**config.mk**
```make
export PLATFORM = sky130hd
export DESIGN_NAME = rx_framer
export DESIGN_NICKNAME = d
export VERILOG_FILES = /design/src/rtl/rx_framer_pkg.sv /design/src/rtl/rx_framer_dp.sv /design/src/rtl/rx_framer_ctl.sv /design/src/rtl/rx_framer.sv
export SDC_FILE = /design/constraint.sdc
export NUM_CORES = 1
export LEC_CHECK = 0
export BUFFER_PORTS_ARGS = -buffer_cell sky130_fd_sc_hd__buf_2
export CAP_MARGIN = 20
export CORE_ASPECT_RATIO = 1.25
export CORE_MARGIN = 3
export CORE_UTILIZATION = 43
export DETAILED_ROUTE_END_ITERATION = 10
export MAX_ROUTING_LAYER = met4
export PLACE_DENSITY = 0.58
export SYNTH_ARGS = -nofsm -noshare
export SYNTH_HDL_FRONTEND = slang
export SYNTH_HIERARCHICAL = 1
export SYNTH_SLANG_ARGS = --single-unit
```
**constraint.sdc**
```tcl
create_clock -name clk -period 2.95 [get_ports clk]
set_clock_uncertainty 0.2 [all_clocks]
set_input_delay 0.4425 -clock clk [delete_from_list [all_inputs] [get_ports clk]]
set_output_delay 0.4425 -clock clk [all_outputs]
set_load 0.01 [all_outputs]
```
**src/rtl/rx_framer_pkg.sv**
```systemverilog
package rx_framer_pkg;

  typedef struct packed {
    logic cntClear;
    logic bitClear;
    logic shiftBit;
    logic deliver;
    logic flagErr;
  } ctlStrobes_t;

  typedef enum logic [2:0] {
    ST_IDLE,
    ST_START,
    ST_DATA,
    ST_STOP,
    ST_HOLD
  } rxState_t;

endpackage

```
**src/rtl/rx_framer_dp.sv**
```systemverilog
module rx_framer_dp
  import rx_framer_pkg::*;
#(
  parameter int CLKS_PER_BIT = 868,
  parameter int DATA_BITS    = 8
) (
  input  logic                 clk,
  input  logic                 rstN,
  input  logic                 rxIn,
  input  ctlStrobes_t          ctl,
  output logic                 lineNow,
  output logic                 halfHit,
  output logic                 fullHit,
  output logic                 lastBit,
  output logic [DATA_BITS-1:0] rxByte,
  output logic                 dataValid,
  output logic                 frameErr
);

  localparam int HALF  = CLKS_PER_BIT / 2;
  localparam int CNT_W = $clog2(CLKS_PER_BIT + 1);
  localparam int IDX_W = $clog2(DATA_BITS + 1);

  logic                 syncA, syncB;
  logic [CNT_W-1:0]     cycleCnt;
  logic [IDX_W-1:0]     bitIdx;
  logic [DATA_BITS-1:0] shiftReg;

  // two-stage synchronizer, reset to idle-high
  always_ff @(posedge clk or negedge rstN) begin
    if (!rstN) begin
      syncA <= 1'b1;
      syncB <= 1'b1;
    end else begin
      syncA <= rxIn;
      syncB <= syncA;
    end
  end
  assign lineNow = syncB;

  // bit-period timer
  always_ff @(posedge clk or negedge rstN) begin
    if (!rstN)             cycleCnt <= '0;
    else if (ctl.cntClear) cycleCnt <= '0;
    else                   cycleCnt <= cycleCnt + 1'b1;
  end
  assign halfHit = (cycleCnt == CNT_W'(HALF - 1));
  assign fullHit = (cycleCnt == CNT_W'(CLKS_PER_BIT - 1));

  // bit index and LSB-first shift register
  always_ff @(posedge clk or negedge rstN) begin
    if (!rstN) begin
      bitIdx   <= '0;
      shiftReg <= '0;
    end else if (ctl.bitClear) begin
      bitIdx   <= '0;
    end else if (ctl.shiftBit) begin
      bitIdx   <= bitIdx + 1'b1;
      shiftReg <= {lineNow, shiftReg[DATA_BITS-1:1]};
    end
  end
  assign lastBit = (bitIdx == IDX_W'(DATA_BITS - 1));

  // output registers
  always_ff @(posedge clk or negedge rstN) begin
    if (!rstN) begin
      rxByte    <= '0;
      dataValid <= 1'b0;
      frameErr  <= 1'b0;
    end else begin
      dataValid <= ctl.deliver;
      frameErr  <= ctl.flagErr;
      if (ctl.deliver) rxByte <= shiftReg;
    end
  end


  deliver_needs_high_stop_chk: assert property (@(posedge clk) disable iff (!rstN)
    ctl.deliver |-> lineNow);


  error_needs_low_stop_chk: assert property (@(posedge clk) disable iff (!rstN)
    ctl.flagErr |-> !lineNow);


  valid_one_cycle_chk: assert property (@(posedge clk) disable iff (!rstN)
    dataValid |=> !dataValid);


  byte_changes_with_valid_chk: assert property (@(posedge clk) disable iff (!rstN)
    !$stable(rxByte) |-> dataValid);


  error_one_cycle_chk: assert property (@(posedge clk) disable iff (!rstN)
    frameErr |=> !frameErr);


  strobes_exclusive_chk: assert property (@(posedge clk) disable iff (!rstN)
    $onehot0({dataValid, frameErr}));

endmodule

```
**src/rtl/rx_framer_ctl.sv**
```systemverilog
module rx_framer_ctl
  import rx_framer_pkg::*;
(
  input  logic        clk,
  input  logic        rstN,
  input  logic        lineNow,
  input  logic        halfHit,
  input  logic        fullHit,
  input  logic        lastBit,
  output ctlStrobes_t ctl
);

  rxState_t state, stateNext;

  always_ff @(posedge clk or negedge rstN) begin
    if (!rstN) state <= ST_IDLE;
    else       state <= stateNext;
  end

  always_comb begin
    stateNext = state;
    ctl       = '0;
    unique case (state)
      ST_IDLE: begin
        if (!lineNow) begin
          ctl.cntClear = 1'b1;
          stateNext    = ST_START;
        end
      end
      ST_START: begin
        if (halfHit) begin
          if (!lineNow) begin
            ctl.cntClear = 1'b1;
            ctl.bitClear = 1'b1;
            stateNext    = ST_DATA;
          end else begin
            stateNext    = ST_IDLE;
          end
        end
      end
      ST_DATA: begin
        if (fullHit) begin
          ctl.cntClear = 1'b1;
          ctl.shiftBit = 1'b1;
          if (lastBit) stateNext = ST_STOP;
        end
      end
      ST_STOP: begin
        if (fullHit) begin
          if (lineNow) begin
            ctl.deliver = 1'b1;
            stateNext   = ST_IDLE;
          end else begin
            ctl.flagErr = 1'b1;
            stateNext   = ST_HOLD;
          end
        end
      end
      ST_HOLD: begin
        if (lineNow) stateNext = ST_IDLE;
      end
      default: stateNext = ST_IDLE;
    endcase
  end


  hold_until_high_chk: assert property (@(posedge clk) disable iff (!rstN)
    (state == ST_HOLD && !lineNow) |=> (state == ST_HOLD));


  glitch_returns_idle_chk: assert property (@(posedge clk) disable iff (!rstN)
    (state == ST_START && halfHit && lineNow) |=> (state == ST_IDLE));

endmodule

```
**src/rtl/rx_framer.sv**
```systemverilog
module rx_framer
  import rx_framer_pkg::*;
#(
  parameter int CLKS_PER_BIT = 868,
  parameter int DATA_BITS    = 8
) (
  input  logic                 clk,
  input  logic                 rstN,
  input  logic                 rxIn,
  output logic [DATA_BITS-1:0] rxByte,
  output logic                 dataValid,
  output logic                 frameErr
);

  ctlStrobes_t ctl;
  logic        lineNow, halfHit, fullHit, lastBit;

  rx_framer_dp #(.CLKS_PER_BIT(CLKS_PER_BIT), .DATA_BITS(DATA_BITS)) u_dp (
    .clk       (clk),
    .rstN      (rstN),
    .rxIn      (rxIn),
    .ctl       (ctl),
    .lineNow   (lineNow),
    .halfHit   (halfHit),
    .fullHit   (fullHit),
    .lastBit   (lastBit),
    .rxByte    (rxByte),
    .dataValid (dataValid),
    .frameErr  (frameErr)
  );

  rx_framer_ctl u_ctl (
    .clk     (clk),
    .rstN    (rstN),
    .lineNow (lineNow),
    .halfHit (halfHit),
    .fullHit (fullHit),
    .lastBit (lastBit),
    .ctl     (ctl)
  );

endmodule

```
; Word level (Yosys, flattened, before mapping)
; Cells that the tools add are included.
[totals]
reg_bits = 37
latchBits = 0
mem_bits_rw = 0
mem_bits_ro = 0
inputBits = 3
out_inout_bits = 10
elab_cells = 51
memories = 0
[op_classes]
add_sub_neg = 2
multipliers = 0
div = 0
n_lt_le_gt_ge = 0
eq_ne = 13
shifts = 0
mux = 22
n_bitwise = 1
reduce_logical = 4
[op_table]
columns = operator, n
row1 = $mux 3, 7
row2 = $pmux 3 s5, 1
row3 = $ne 2x2->1 const B, 6
row4 = $add 10x1->10 const B, 1
row5 = $eq 10x10->1 const B, 1
row6 = $eq 10x9->1 const B, 1
row7 = $mux 10, 1
row8 = $mux 2, 5
row9 = $mux 4, 2
row10 = $eq 3x2->1 const B, 2
row11 = $reduce_and 6->1, 1
row12 = $mux 1, 5
row13 = $add 4x1->4 const B, 1
row14 = $eq 4x3->1 const B, 1
row15 = $eq 3x1->1 const B, 1
row16 = $eq 3x3->1 const B, 1
row17 = $logic_not 3->1, 1
row18 = $pmux 1 s3, 1
row19 = $reduce_and 2->1, 1
row20 = $reduce_bool 2->1, 1
row21 = $not 1->1, 1

; Logic depth before layout (Yosys ltp)
; Gate-level depths: netlist (run 1).
[depth]
word_depth = 5
mapped_depth = 10

; Hierarchy
; The synthesis (run 1) kept the hierarchy.
[modules_own_cells]
columns = mod, n_inst, cells_per_inst, area_each_um2
row1 = rx_framer_dp, 1, 108, 1383.8
row2 = rx_framer_ctl, 1, 28, 217.7

; Worst setup path before layout (run 1)
; Ideal clock, no wire load.
[synth_timing]
kind = reg-to-reg
from = register u_dp.cycleCnt[0]
to = register u_dp.shiftReg[0]
setup_ns = 0.125
arrival_ns = 2.146
setup_slack_ns = 0.480
path_stages_with_launch = 9
path_buffers = 1
cell_sequence = dfrtp_1 ha_1 nand4_1 nor4_1 nand2_1 nor3_1 nand2b_1 buf_2 mux2_2
[synth_lines]
columns = item, line
row1 = from (decl), rx_framer_dp.sv:25  ; logic [CNT_W-1:0] cycleCnt;
row2 = from (signal assigned), rx_framer_dp.sv:45  ; else cycleCnt <= cycleCnt + 1'b1;
row3 = to (signal assigned), rx_framer_dp.sv:59  ; shiftReg <= {lineNow, shiftReg[DATA_BITS-1:1]};
row4 = to (decl), rx_framer_dp.sv:27  ; logic [DATA_BITS-1:0] shiftReg;

==> parameters.txt, run 1 <==
Parameter                              Value

Synth
  Net count after synthesis ... 142
  Proportion of register bits with asynchronous set or reset after synthesis ... 100%
  Count of yosys warnings during synthesis ... 6
  Syn Area/Cell ... 11.8 sq um
  Cell count after synthesis ... 136
  Post-synth cell types ... 34
  Total of flip-flops plus latches after synthesis ... 37
  Main synth FF type ... dfrtp_1
  Number of synthesized flops with an enable pin ... 0
  Sequential area share after synthesis ... 58.0%
  Cell area after synthesis ... 1600 sq um

Routing
  DR iter-0 viols ... 31
  Average wire per standard cell ... 13.4 um
  Vias per cell ... 5.44
  Detailed-route DRC error count ... 0
  Routed via count ... 1050
  Total wire length after detailed routing ... 2.59 mm
  Pre-Repair DR Iteration Count ... 4
  Remaining number of nets flagged by the antenna check after routing ... 0

Clock network
  Clock insertion delay at the later pin of the skew report ... 0.28 ns
  Clock tree from TritonCTS ... yes
  H-tree level count ... 2
  Post-CTS Hold Fix Bufs ... 0
  CTS clk-pin slew, worst paths ... 0.07 ns
  Number of clock sinks ... 37
  Total of cells resized after clock tree synthesis ... 0
  Maximum number of buffers from clock root to sink ... 2
  # Post-CTS Setup Buffers ... 0
  Total clock buffers created by CTS ... 5
  Clock tree root buffer cell ... clkbuf_8

Global routing
  Number of antenna violations at the first check in global routing ... 0
  GRT Util Overall ... 14.7%
  First-pass GRT wire length ... 4.71 mm
  Via count of the first global-routing pass ... 1061
  Overall overflow remaining after global route ... 0
  Maximum number of pins on one net before global-route repair ... 38

Finish
  Layout cells sized above 1 ... 29.9%
  Net count of the finished layout ... 159
  Growth of design area from synthesis to finish ... 13.9%
  Post-layout instance count excluding filler cells ... 193
  Number of inserted diodes ... 0
  Filler cell count in the final layout ... 321

Worst setup path
  Number of cells traversed by the worst register-to-register path ... 9
  Data required time of the critical path ... 2.92 ns
  Cells traversed along the worst timing path ... inv_1, ha_1, nand4bb_1, nor3_1, nor3b_2, nand2_1, nor2_1, nand2b_1, mux2_2
  Critical path endpoint category ... flop
  Sort of element at the start of the critical path ... flop
  Arrival time at the worst endpoint ... 2.49 ns
  R2R Setup Slk ... 0.42 ns
  Delay of the slowest cell on the worst path ... 0.41 ns
  Category of the most critical setup path ... reg -> reg
  Worst Path Max Fanout ... 8
  Slowest stage cell on the critical path ... dfrtp_1

STA
  Period utilisation layout ... 85.6%
  Worst slew pin tran ... 0.782 ns
  Final Hold Fails ... 0
  Post-route worst hold slack ... 0.0372 ns
  Unrepaired setup endpoints after global routing ... false
  Sum of negative setup slack ... 0 ns
  Final setup vio count ... 0
  Max transition margin ... 47.8%
  Total count of max-transition violations in the final report ... 0
  Max Fclk ... 0.396 GHz
  Post-layout min period ... 2.53 ns

Floorplanning
  Die outline area ... 4500 sq um
  Number of ports placed on the die boundary ... 13
  Die Ht ... 74.2 um
  Core Area ... 3540 sq um
  Die span in x ... 60.6 um
  Starting Density ... 45.2%
  Number of placement rows ... 24

Placement
  Placed Instances ... 185
  GPL Wtd Cong ... 0.815
  Count of input and output buffers ... 12
  HPWL reported at the end of detailed placement ... 1.91 mm

Hold path
  Hold Path Class ... in -> async

Power
  Power density relative to cell area ... 531 nW/um^2
  Cell leakage power ... 0.880 nW
  Maximum vdd drop ... 0.000346 V
  Power after layout ... 0.969 mW

Status
  Result of the run ... complete, no violations

Run
  Max Cap Viol ... 0
-- critical path, delay by kind of cell, from the launching register on --
kind	cells	cell delay (ns)
and+or+nand+nor	6	1.24
adders and majority gates	1	0.13
DFF	1	0.41
muxes	1	0.38
buffers and inverters	1	0.06
-- flip-flops by register name, summed over array words and instances (netlist names) --
signal / flops
u_dp/dataValid: 1
u_dp/shiftReg: 8
u_dp/lineNow: 1
u_dp/cycleCnt: 10
u_dp/frameErr: 1
u_dp/rxByte: 8
u_ctl/state: 3
u_dp/syncA: 1
u_dp/bitIdx: 4
-- report_power, final --
part | switching [mW] | leakage [nW] | internal (mW) | total (mW)
registers | 0.00176 | 0.495 | 0.510 | 0.511
logic | 0.00972 | 0.327 | 0.00145 | 0.0112
clock network | 0.172 | 0.0574 | 0.275 | 0.447
total | 0.183 | 0.880 | 0.786 | 0.969
-- cells by family after synthesis --
| family | count (synthesis) | share of synthesized area (%) |
|---|---|---|
| AND/OR/NAND/NOR | 49 | 15.5 |
| flip-flops | 37 | 58.0 |
| multiplexers | 18 | 12.6 |
| AO/OA/AOI/OAI | 15 | 5.86 |
| buffers and inverters | 8 | 2.50 |
| XOR/XNOR | 6 | 3.28 |
| adder cells (fa/ha/maj) | 3 | 2.34 |
-- placed cells by master, fill, tap and decap left out, types with 2 or more instances in the layout --
master and count:
a21oi_1 6, buf_2 12, buf_4 3, clkbuf_8 6, dfrtp_1 35, dfstp_2 2, ha_1 3, inv_1 3
mux2_2 17, nand2_1 12, nand3_1 2, nand4_1 2, nor2_1 18, nor3_1 2, nor4_1 2, o21ai_0 3
o31ai_1 2, or4_1 2, xnor2_1 2, xor2_1 4
-- through the flow --
| stage | area, sq um | util, % | worst slack [ns] |
|---|---|---|---|
| floorplan | 1600 | - | 0.480 |
| CTS | 1820 | 51.5 | 0.407 |
| finish | 1820 | 51.5 | 0.424 |
| detailed placement | 1700 | 48.1 | 0.432 |
| global route | 1820 | 51.5 | 0.0898 |
| global placement | 1700 | 48.1 | 0.470 |
-- worst paths after layout --
| check | startpoint | endpoint |
|---|---|---|
| setup reg to reg | u_dp/cycleCnt[1] | u_dp/shiftReg[6] |
| setup / recovery | u_dp/cycleCnt[1] | u_dp/shiftReg[6] |
| min in group clk | rxIn | u_dp/syncA |
| hold reg to reg | u_dp/syncA | u_dp/lineNow |
| hold / removal | rstN | u_dp/cycleCnt[7] |
| max in group asynchronous | rstN | u_ctl/state[1] |
-- per-layer routing --
| metal | routed length [um] | global-route usage (%) |
|---|---|---|
| met5 | 0 | - |
| met4 | 38 | 6.51 |
| met3 | 91 | 4.69 |
| met2 | 1340 | 23.2 |
| met1 | 1120 | 16.8 |
-- area by class of cell --
type / count / area (sq um) / area share [%]
Sequential cell: 37 / 928 / 50.9
Multi-Input combinational cell: 91 / 633 / 34.7
Clock buffer: 6 / 82.6 / 4.53
Timing Repair Buffer: 15 / 82.6 / 4.53
Tap cell: 39 / 48.8 / 2.67
Clock inverter: 2 / 37.5 / 2.06
Inverter: 3 / 11.3 / 0.617
-- cells in the mapped netlist (3+ instances only) --
master / n / area, sq um
xor2_1: 4 / 35.0
nor2_1: 18 / 67.6
mux2_2: 17 / 191
inv_1: 3 / 11.3
ha_1: 3 / 37.5
o21ai_0: 3 / 15.0
nand2_1: 12 / 45.0
dfrtp_1: 35 / 876
a21oi_1: 6 / 30.0
No activity file was read; power rests on OpenSTA's default activity.
==> inputs of run 2 (changes only) <==
--- a/config.mk
+++ b/config.mk
@@ -7,7 +7,6 @@
 export LEC_CHECK = 0
 export BUFFER_PORTS_ARGS = -buffer_cell sky130_fd_sc_hd__buf_2
 export CAP_MARGIN = 20
-export CORE_ASPECT_RATIO = 1.25
 export CORE_MARGIN = 3
 export CORE_UTILIZATION = 43
 export DETAILED_ROUTE_END_ITERATION = 10
==> constraint.sdc (replaced) <==
create_clock -name clk -period 2.95 [get_ports clk]
set_clock_uncertainty 0.2 [all_clocks]
set_input_delay 0.7375 -clock clk [delete_from_list [all_inputs] [get_ports clk]]
set_output_delay 0.7375 -clock clk [all_outputs]
set_load 0.01 [all_outputs]
==> parameters.txt, run 2 (synthesis results as in run 1) <==
Parameter                              Value

Status
  Result of the run ... complete, no violations

Finish
  Number of flip-flops in the largest register ... 10
  Top register by number of flip-flops ... u_dp/cycleCnt
  Growth of design area from synthesis to finish ... 13.4%
  Largest regs ... u_dp/cycleCnt (10), u_dp/rxByte (8), u_dp/shiftReg (8)
  Layout cells sized above 1 ... 29.4%
  Most common library cell in the layout ignoring fill and taps ... dfrtp_1
  Post-layout instance count excluding filler cells ... 199
  Utilization after layout ... 52.4%
  Highest-count cells in the layout ignoring fill and taps ... dfrtp_1 (35), nor2_1 (18), mux2_2 (17)
  Net count of the finished layout ... 159
  Number of inserted diodes ... 0
  Filler cell count in the final layout ... 322

Worst setup path
  Arrival time at the worst endpoint ... 2.60 ns
  Critical path endpoint category ... flop
  R2R Setup Slk ... 0.32 ns
  Data required time of the critical path ... 2.92 ns
  Worst Path Max Fanout ... 8
  Sort of element at the start of the critical path ... flop
  Worst r2r dst ... u_dp/shiftReg[3]
  Category of the most critical setup path ... reg -> reg
  Launching point of the worst reg2reg path ... u_dp/cycleCnt[1]
  First element of the critical path ... u_dp/cycleCnt[1]
  Number of cells traversed by the worst register-to-register path ... 9

Hold path
  Worst hold path stage count ... 0
  Min-Delay Startpoint ... u_dp/syncA
  Destination of the worst hold path ... u_dp/lineNow
  Hold Path Class ... reg -> reg

Power
  Combinational fraction of design power ... 1.2%
  Cell leakage power ... 0.876 nW
  Power density relative to cell area ... 513 nW/um^2
  Maximum vdd drop ... 0.000289 V
  Clock network power share ... 43.9%
  Cell internal pwr ... 0.757 mW
  Switching Share ... 18.8%
  Power after layout ... 0.931 mW
  Part of the total power dissipated in sequential elements ... 54.9%
  Switching power summed over all nets ... 0.175 mW

Clock network
  # Post-CTS Setup Buffers ... 0
  Maximum number of buffers from clock root to sink ... 2
  CTS clk-pin slew, worst paths ... 0.07 ns
  Total clock buffers created by CTS ... 5
  Post-CTS Hold Fix Bufs ... 0
  Clock tree from TritonCTS ... yes
  H-tree level count ... 2
  Number of clock sinks ... 37
  Total of cells resized after clock tree synthesis ... 0
  Clock insertion delay at the later pin of the skew report ... 0.28 ns
  Clock tree root buffer cell ... clkbuf_8

Run
  Max Cap Viol ... 0

Placement
  Count of input and output buffers ... 12
  GPL Wtd Cong ... 0.786
  HPWL reported at the end of detailed placement ... 1.80 mm
  Placed Instances ... 192

Global routing
  First-pass GRT wire length ... 4.60 mm
  Number of antenna violations at the first check in global routing ... 0
  Maximum number of pins on one net before global-route repair ... 38
  GRT Util Overall ... 14.5%
  Via count of the first global-routing pass ... 1025
  Overall overflow remaining after global route ... 0

Routing
  Routed via count ... 1008
  Average wire per standard cell ... 12.8 um
  DR iter-0 viols ... 69
  Total wire length after detailed routing ... 2.56 mm
  Remaining number of nets flagged by the antenna check after routing ... 0
  Pre-Repair DR Iteration Count ... 4
  Vias per cell ... 5.07
  Detailed-route DRC error count ... 0

STA
  Worst slew pin tran ... 0.791 ns
  Max Fclk ... 0.380 GHz
  Post-layout min period ... 2.63 ns
  Max transition margin ... 47.3%
  Unrepaired setup endpoints after global routing ... false
  Sum of negative setup slack ... 0 ns
  Final setup vio count ... 0
  Final Hold Fails ... 0
  Period utilisation layout ... 89.2%
  Total count of max-transition violations in the final report ... 0
  Post-route worst hold slack ... 0.158 ns

Floorplanning
  Starting Density ... 46.2%
  Number of placement rows ... 21
  Die outline area ... 4490 sq um
  Number of ports placed on the die boundary ... 13
  Core Area ... 3470 sq um
  Die Ht ... 67.0 um
  Die span in x ... 67.0 um
-- run 2: cell count changes in the layout (fill, tap and decap cells not counted), sizes merged --
| cell | change |
|---|---|
| clkbuf | -1 |
| clkinvlp | -1 |
| clkinv | +1 |
-- run 2: cell type report --
| cell class | count | area [sq um] | share of cell area [%] |
|---|---|---|---|
| clock buffer | 5 | 68.8 | 3.79 |
| inverter | 3 | 11.3 | 0.620 |
| multi-input combinational | 91 | 633 | 34.8 |
| sequential | 37 | 928 | 51.1 |
| timing repair buffer | 15 | 82.6 | 4.55 |
| tap | 46 | 57.6 | 3.17 |
| clock inverter | 2 | 35.0 | 1.93 |
-- run 2: critical path, cell delays in order (launching register included) --
cell       delay (ns)
dfrtp_1          0.41
inv_1            0.07
ha_1             0.13
nand4bb_1        0.10
nor3_1           0.22
nor3b_2          0.28
nand2_1          0.08
nor2_1           0.26
nand2b_1         0.38
mux2_2           0.38
-- run 2: worst max-delay path by stage --
stage	slack [ns]	endpoint
final	0.32	u_dp/shiftReg[3]
after global routing	0.04	u_dp/shiftReg[0]
after CTS	0.34	u_dp/shiftReg[3]
after detailed placement	0.35	u_dp/shiftReg[3]
after global placement	0.46	u_dp/shiftReg[6]
after floorplan	0.48	u_dp/shiftReg[0]
-- run 2: routing by layer --
metal	track usage [%]	up-vias	part of all wire, %
li1	-	503	-
met1	18.4	483	49
met2	20.0	17	46
met3	5.23	5	3.5
met4	7.59	0	2.2
met5	-	-	0
-- run 2: stage by stage --
step	area, sq um	setup slack [ns]
2_1_floorplan	1600	0.480
3_3_place_gp	1710	0.464
3_5_place_dp	1710	0.354
4_1_cts	1820	0.339
5_1_grt	1820	0.0443
6_report	1820	0.319
-- run 2: power by group through the flow --
stage	combinational, mW	sequential, mW	clock, mW
5_1_grt	0.0134	0.511	0.451
6_report	0.0112	0.511	0.409
4_1_cts	0.0122	0.511	0.428
3_3_place_gp	0.0119	0.521	0
2_1_floorplan	0.000926	0.521	0
3_5_place_dp	0.0122	0.521	0
